File: config.mk
export PLATFORM = sky130hd
export DESIGN_NAME = line_skew_feeder
export DESIGN_NICKNAME = d
export VERILOG_FILES = /design/src/rtl/line_skew_pkg.sv /design/src/rtl/row_fifo.sv /design/src/rtl/issue_arbiter.sv /design/src/rtl/skew_line.sv /design/src/rtl/line_skew_feeder.sv
export SDC_FILE = /design/constraint.sdc
export NUM_CORES = 1
export LEC_CHECK = 0
export ABC_AREA = 1
export BUFFER_PORTS_ARGS = -buffer_cell sky130_fd_sc_hd__buf_2
export CELL_PAD_IN_SITES_DETAIL_PLACEMENT = 0
export CELL_PAD_IN_SITES_GLOBAL_PLACEMENT = 2
export CORE_AREA = 5 5 292 294
export DETAILED_ROUTE_END_ITERATION = 10
export DIE_AREA = 0 0 297 299
export PLACE_DENSITY = 0.91
export SLEW_MARGIN = 20
export SYNTH_ARGS = -nofsm -noshare
export SYNTH_HDL_FRONTEND = slang
export SYNTH_SLANG_ARGS = --single-unit
File: constraint.sdc
create_clock -name clk -period 9.14 [get_ports clk]
set_input_delay 1.371 -clock clk [delete_from_list [all_inputs] [get_ports clk]]
set_output_delay 1.371 -clock clk [all_outputs]
set_load 0.02 [all_outputs]
File: src/rtl/line_skew_pkg.sv
package line_skew_pkg;

  typedef enum logic [1:0] {
    SRC_NONE     = 2'd0,
    SRC_FRESH    = 2'd1,
    SRC_FEEDBACK = 2'd2
  } src_e;

  // Second-pass rows win; fresh rows go only when no feedback row waits.
  function automatic src_e pick_source(input logic go, input logic fb_has,
                                       input logic fr_has);
    if (!go)         return SRC_NONE;
    else if (fb_has) return SRC_FEEDBACK;
    else if (fr_has) return SRC_FRESH;
    else             return SRC_NONE;
  endfunction

  // Cycles between column 0 and column k seeing the same row.
  function automatic int skew_of(input int k);
    return k;
  endfunction

endpackage

File: src/rtl/row_fifo.sv
module row_fifo #(
  parameter int ROW_W = 64,
  parameter int DEPTH = 8
) (
  input  logic             clk,
  input  logic             rst_n,
  input  logic             push,
  input  logic [ROW_W-1:0] wr_row,
  input  logic             pop,
  output logic [ROW_W-1:0] rd_row,
  output logic             has_row,
  output logic             is_full
);
  localparam int AW = (DEPTH > 1) ? $clog2(DEPTH) : 1;
  localparam int CW = $clog2(DEPTH + 1);

  logic [ROW_W-1:0] mem [DEPTH];
  logic [AW-1:0]    wp, rp;
  logic [CW-1:0]    count;
  logic             push_ok, pop_ok;

  assign is_full = (count == CW'(DEPTH));
  assign has_row = (count != '0);
  assign push_ok = push && !is_full;
  assign pop_ok  = pop && has_row;
  assign rd_row  = mem[rp];

  always_ff @(posedge clk) begin
    if (push_ok) mem[wp] <= wr_row;
  end

  always_ff @(posedge clk) begin
    if (!rst_n) begin
      wp    <= '0;
      rp    <= '0;
      count <= '0;
    end else begin
      if (push_ok) wp <= (wp == AW'(DEPTH - 1)) ? '0 : wp + 1'b1;
      if (pop_ok)  rp <= (rp == AW'(DEPTH - 1)) ? '0 : rp + 1'b1;
      case ({push_ok, pop_ok})
        2'b10:   count <= count + 1'b1;
        2'b01:   count <= count - 1'b1;
        default: count <= count;
      endcase
    end
  end

  // a write presented while full must leave the write side untouched.
  assert_no_overflow_R6: assert property (@(posedge clk) disable iff (!rst_n)
    (push && is_full) |=> $stable(wp));

  // reading with nothing stored must not advance the read side.
  assert_no_underflow_R6: assert property (@(posedge clk) disable iff (!rst_n)
    (pop && !has_row) |=> $stable(rp));

endmodule

File: src/rtl/issue_arbiter.sv
module issue_arbiter
  import line_skew_pkg::*;
(
  input  logic go,
  input  logic fb_has,
  input  logic fr_has,
  output logic fb_pop,
  output logic fr_pop
);
  src_e src;

  always_comb begin
    src    = pick_source(go, fb_has, fr_has);
    fb_pop = (src == SRC_FEEDBACK);
    fr_pop = (src == SRC_FRESH);
  end

endmodule

File: src/rtl/skew_line.sv
module skew_line
  import line_skew_pkg::*;
#(
  parameter int W     = 16,
  parameter int LANES = 4
) (
  input  logic               clk,
  input  logic               rst_n,
  input  logic               in_valid,
  input  logic               in_pass2,
  input  logic [LANES*W-1:0] in_row,
  output logic [LANES*W-1:0] col_data,
  output logic [LANES-1:0]   col_valid,
  output logic [LANES-1:0]   col_pass2
);
  logic [LANES-1:0] vchain, pchain;

  always_ff @(posedge clk) begin
    if (!rst_n) begin
      vchain <= '0;
      pchain <= '0;
    end else begin
      vchain <= {vchain[LANES-2:0], in_valid};
      pchain <= {pchain[LANES-2:0], in_valid & in_pass2};
    end
  end

  assign col_valid = vchain;
  assign col_pass2 = pchain;

  for (genvar k = 0; k < LANES; k++) begin : g_lane
    localparam int LEN = skew_of(k) + 1;
    logic [W-1:0] dchain [LEN];

    always_ff @(posedge clk) begin
      if (!rst_n) begin
        for (int j = 0; j < LEN; j++) dchain[j] <= '0;
      end else begin
        dchain[0] <= in_valid ? in_row[k*W +: W] : '0;
        for (int j = 1; j < LEN; j++) dchain[j] <= dchain[j-1];
      end
    end

    assign col_data[k*W +: W] = dchain[LEN-1];

    // an idle column slot carries zero data.
    assert_idle_zero_R4: assert property (@(posedge clk) disable iff (!rst_n)
      !col_valid[k] |-> (col_data[k*W +: W] == '0));

    if (k > 0) begin : g_skew
      // each column follows its left neighbour by exactly one cycle.
      assert_skew_step_R3: assert property (@(posedge clk) disable iff (!rst_n)
        col_valid[k-1] |=> (col_valid[k] && (col_pass2[k] == $past(col_pass2[k-1]))));
    end
  end

endmodule

File: src/rtl/line_skew_feeder.sv
module line_skew_feeder
  import line_skew_pkg::*;
#(
  parameter int W     = 16,
  parameter int LANES = 4
) (
  input  logic               clk,
  input  logic               rst_n,
  input  logic               issue_en,
  input  logic               ld_valid,
  input  logic [LANES*W-1:0] ld_row,
  output logic               ld_ready,
  input  logic               fb_valid,
  input  logic [LANES*W-1:0] fb_row,
  output logic               fb_ready,
  output logic [LANES*W-1:0] col_data,
  output logic [LANES-1:0]   col_valid,
  output logic [LANES-1:0]   col_pass2,
  output logic               empty,
  output logic               full
);
  localparam int ROW_W    = LANES * W;
  localparam int FR_DEPTH = 2 * LANES;   // two blocks, ping-pong
  localparam int FB_DEPTH = LANES;       // one transposed block

  logic [ROW_W-1:0] fr_head, fb_head, sel_row;
  logic fr_has, fr_full, fb_has, fb_full;
  logic fr_pop, fb_pop, issue_valid;

  row_fifo #(.ROW_W(ROW_W), .DEPTH(FR_DEPTH)) u_fresh (
    .clk(clk), .rst_n(rst_n), .push(ld_valid), .wr_row(ld_row),
    .pop(fr_pop), .rd_row(fr_head), .has_row(fr_has), .is_full(fr_full));

  row_fifo #(.ROW_W(ROW_W), .DEPTH(FB_DEPTH)) u_feedback (
    .clk(clk), .rst_n(rst_n), .push(fb_valid), .wr_row(fb_row),
    .pop(fb_pop), .rd_row(fb_head), .has_row(fb_has), .is_full(fb_full));

  issue_arbiter u_arb (
    .go(issue_en), .fb_has(fb_has), .fr_has(fr_has),
    .fb_pop(fb_pop), .fr_pop(fr_pop));

  assign issue_valid = fb_pop | fr_pop;
  assign sel_row     = fb_pop ? fb_head : fr_head;

  skew_line #(.W(W), .LANES(LANES)) u_skew (
    .clk(clk), .rst_n(rst_n), .in_valid(issue_valid), .in_pass2(fb_pop),
    .in_row(sel_row), .col_data(col_data), .col_valid(col_valid),
    .col_pass2(col_pass2));

  assign ld_ready = !fr_full;
  assign fb_ready = !fb_full;
  assign full     = fr_full;
  assign empty    = !fr_has && !fb_has;

  // a waiting feedback row takes the slot whenever issue is allowed.
  assert_feedback_first_R5: assert property (@(posedge clk) disable iff (!rst_n)
    (fb_has && issue_en) |-> (fb_pop && !fr_pop));

  // the wavefront marks exactly the feedback rows as second pass.
  assert_pass2_tag_R5: assert property (@(posedge clk) disable iff (!rst_n)
    fb_pop |=> (col_valid[0] && col_pass2[0]));

  // with issue held off nothing new enters column 0.
  assert_hold_R7: assert property (@(posedge clk) disable iff (!rst_n)
    !issue_en |=> !col_valid[0]);

  // nothing stored means an idle slot next.
  assert_empty_idle_R9: assert property (@(posedge clk) disable iff (!rst_n)
    empty |=> !col_valid[0]);

endmodule

==> impl_metrics.csv <==
group,metric,value,unit
logic_synthesis,yosysUniqueCellTypes,29,
sta,fmax,284,MHz
placement,io_buffers,208,
setup_path,start_kind,"flop",
sta,fin_crit_sh,38.5,%
sta,fin_crit,3.52,ns
clock_network,cts_hold_buffers,0,
clock_network,tritoncts,"built",
flow_run,cap_viol_max_count,0,
setup_path,worstPathArrival,4.11,ns
floorplan,dieArea,88800,um^2
detailed_routing,drc,0,
clock_network,cts_setup_buffers,0,
global_route,grt_pass1_vias,21300,
setup_path,r2r_end,"u_skew.g_lane[2].dchain[0][13]",
floorplan,start_util,44.3,%
detailed_routing,wl_per_cell,20.1,um
logic_synthesis,syn_avg_cell_area,11.9,um^2
layout,fillers,7213,
floorplan,die_y,299,um
placement,place_congestion,0.765,
setup_path,cp.buffers_inverters,4,
placement,dpl.hpwl,49800,um
pwr,power.density,275,nW/um^2
sta,slew_viol_final,0,
layout,seq_area,26900,um^2
layout,num-nets-final,3328,
worst_hold_path,hold_depth,2,
logic_synthesis,synthTopCellsByArea,"edfxtp_1, dfxtp_1, nand2_1",
clock_network,clkSlewWorstSetupHoldPaths,0.06,ns
outcome,outcome,"complete, no violations",
pwr,power,0.0113,W
sta,hold_violations,0,
floorplan,die_w,297,um
layout,multi_input_area,7740,um^2
worst_hold_path,holdPathEnd,"u_skew.g_lane[3].dchain[0][59]",
detailed_routing,firstDrtPassIters,5,
logic_synthesis,ys_ff_latch,958,
floorplan,ioPinCount,209,
detailed_routing,drt_iter0_markers,1700,
clock_network,cts_sinks,958,
logic_synthesis,synthCells,3064,
setup_path,cp_cell_sequence,"inv_6, buf_4, buf_4, nand2_1, nand3_1, nand3_1, nand2_1, inv_1, a21oi_2",
setup_path,critPathMaxStageDelay,0.86,ns
clock_network,cts-root-buf,"clkbuf_16",
logic_synthesis,netlist_area,36600,um^2
layout,final_cell_mix,"edfxtp_1, nand2_1, nand3_1",
worst_hold_path,hp-class,"flop to flop",
floorplan,core,82600,um^2
logic_synthesis,syn-num-nets,3213,
floorplan,rows,106,
sta,rsz0062_at_grt,"no",
clock_network,cts-htree-levels,3,
clock_network,ctsResizeCount,0,
detailed_routing,viasPerCell,5.08,
global_route,grt_pass1_wl,132000,um
logic_synthesis,ys_seq_area_share,73.5,%
clock_network,insertion_delay,0.65,ns
layout,area_growth,12.6,%
worst_hold_path,min_from,"u_skew.g_lane[3].dchain[0][43]",
pwr,peakVddDrop,0.000156,V
sta,fin_skew,0.0280,ns
detailed_routing,vias,22100,
layout,drive_gt1_share,13.5,%
global_route,grt_max_degree,99,
layout,layout_commonest_cell,"edfxtp_1",
setup_path,r2r_cells,9,
logic_synthesis,synth_warnings,0,
setup_path,reg2reg_slack,5.62,ns
global_route,antenna_found_initial,23,
setup_path,path_delay_family,"buffers and inverters",
pwr,leakage,15.8,nW
setup_path,critPathKind,"flop to flop",
clock_network,numCtsBuffers,96,
setup_path,cp-end-kind,"flop",
sta,worst_slew_pin_slew,1.10,ns
detailed_routing,antenna_left,0,
sta,timing.slew.headroom,26.7,%
global_route,grt_use_total,19.3,%
setup_path,required,9.73,ns
setup_path,crit_path_top_delay_cell,"buf_4",
setup_path,cp_max_fo,94,
detailed_routing,routed_wl,87600,um
logic_synthesis,yosysTopAreaCell,"edfxtp_1",
global_route,grt-ovfl-total,0,
sta,setup_viol,0,
logic_synthesis,yosys.area.top_type_share,63.1,%
sta,setup_tns,0,ns
clock_network,clock_path_buffers,3,
-- where the power goes --
part	total [W]	switching (W)	internal [W]	leakage, nW
Sequential	0.00527	0.000156	0.00511	8.54
Clock	0.00384	0.00160	0.00224	1.53
Combinational	0.00222	0.00162	0.000605	5.77
-- kinds of logic after synthesis --
group	count (synthesis)	share of synthesized area [%]
and+or+nand+nor	1378	15.5
DFF	958	73.5
buffers and inverters	425	5.63
AOI/OAI and AO/OA	284	4.76
adders and majority gates	16	0.568
xor gates and xnor gates	3	0.0719
-- worst max path at each step --
stage	from	endpoint	slack (ns)	depth (start not counted)
detailed placement	ld_valid	u_fresh.mem[5][39]	5.36	6
global route	flop	u_skew.g_lane[2].dchain[0][3]	5.37	9
finish	flop	u_skew.g_lane[2].dchain[0][13]	5.62	9
global placement	ld_valid	u_fresh.mem[3][31]	5.42	6
CTS	flop	u_skew.g_lane[1].dchain[0][2]	5.63	9
floorplan	ld_valid	u_fresh.mem[1][0]	4.28	4
-- registers in the layout, summed over array words and instances (netlist names), named ones only --
signal	count
u_fresh.rp	3
u_feedback.mem	256
u_fresh.mem	512
u_skew.col_pass2	4
u_feedback.count	3
u_fresh.count	4
u_skew.g_lane.dchain	160
u_feedback.rp	2
u_skew.col_valid	4
u_feedback.wp	2
u_fresh.wp	3
-- cell usage after synthesis, drive strengths merged --
library cell / n
xnor2: 2
fa: 1
xor2: 1
o211a: 1
nand3: 391
o21ai: 143
nand2: 758
and3: 1
a21oi: 74
nor2: 226
nor3: 2
ha: 15
inv: 204
a22oi: 1
clkbuf: 52
dfxtp: 190
o211ai: 64
buf: 169
edfxtp: 768
a211oi: 1
-- final cells by class --
cell class | count | area share, %
well taps | 1080 | 3.28
repair buffers | 238 | 3.09
inverters | 204 | 1.88
multi-input cells | 1681 | 18.8
flip-flops and latches | 958 | 65.3
diodes | 10 | 0.0608
clock buffers | 143 | 6.81
clock inverters | 37 | 0.796
-- worst min-delay path: cells and delay by family (launching register included) --
family                 cells  cell delay (ns)
flip-flops                 1             0.30
AND/OR/NAND/NOR            1             0.05
buffers and inverters      1             0.04
-- per-layer routing --
metal / track usage [%] / routed length, um
met5: 0 / 80
met4: 6.11 / 2760
met3: 3.96 / 5320
met2: 33.6 / 44300
met1: 24.5 / 35200
-- stage by stage --
step           hold slack (ns)  cells  area (um^2)  setup slack, ns  util, %
2_1_floorplan            0.390   3064        36600             4.28        -
3_3_place_gp             0.392   4161        38000             5.42     46.0
3_5_place_dp             0.396   4161        38000             5.36     46.0
4_1_cts                  0.409   4341        41200             5.63     49.8
5_1_grt                  0.418   4342        41200             5.37     49.8
6_report                 0.405   4351        41200             5.62     49.8
Note: power is estimated with default switching activity, not from simulation.
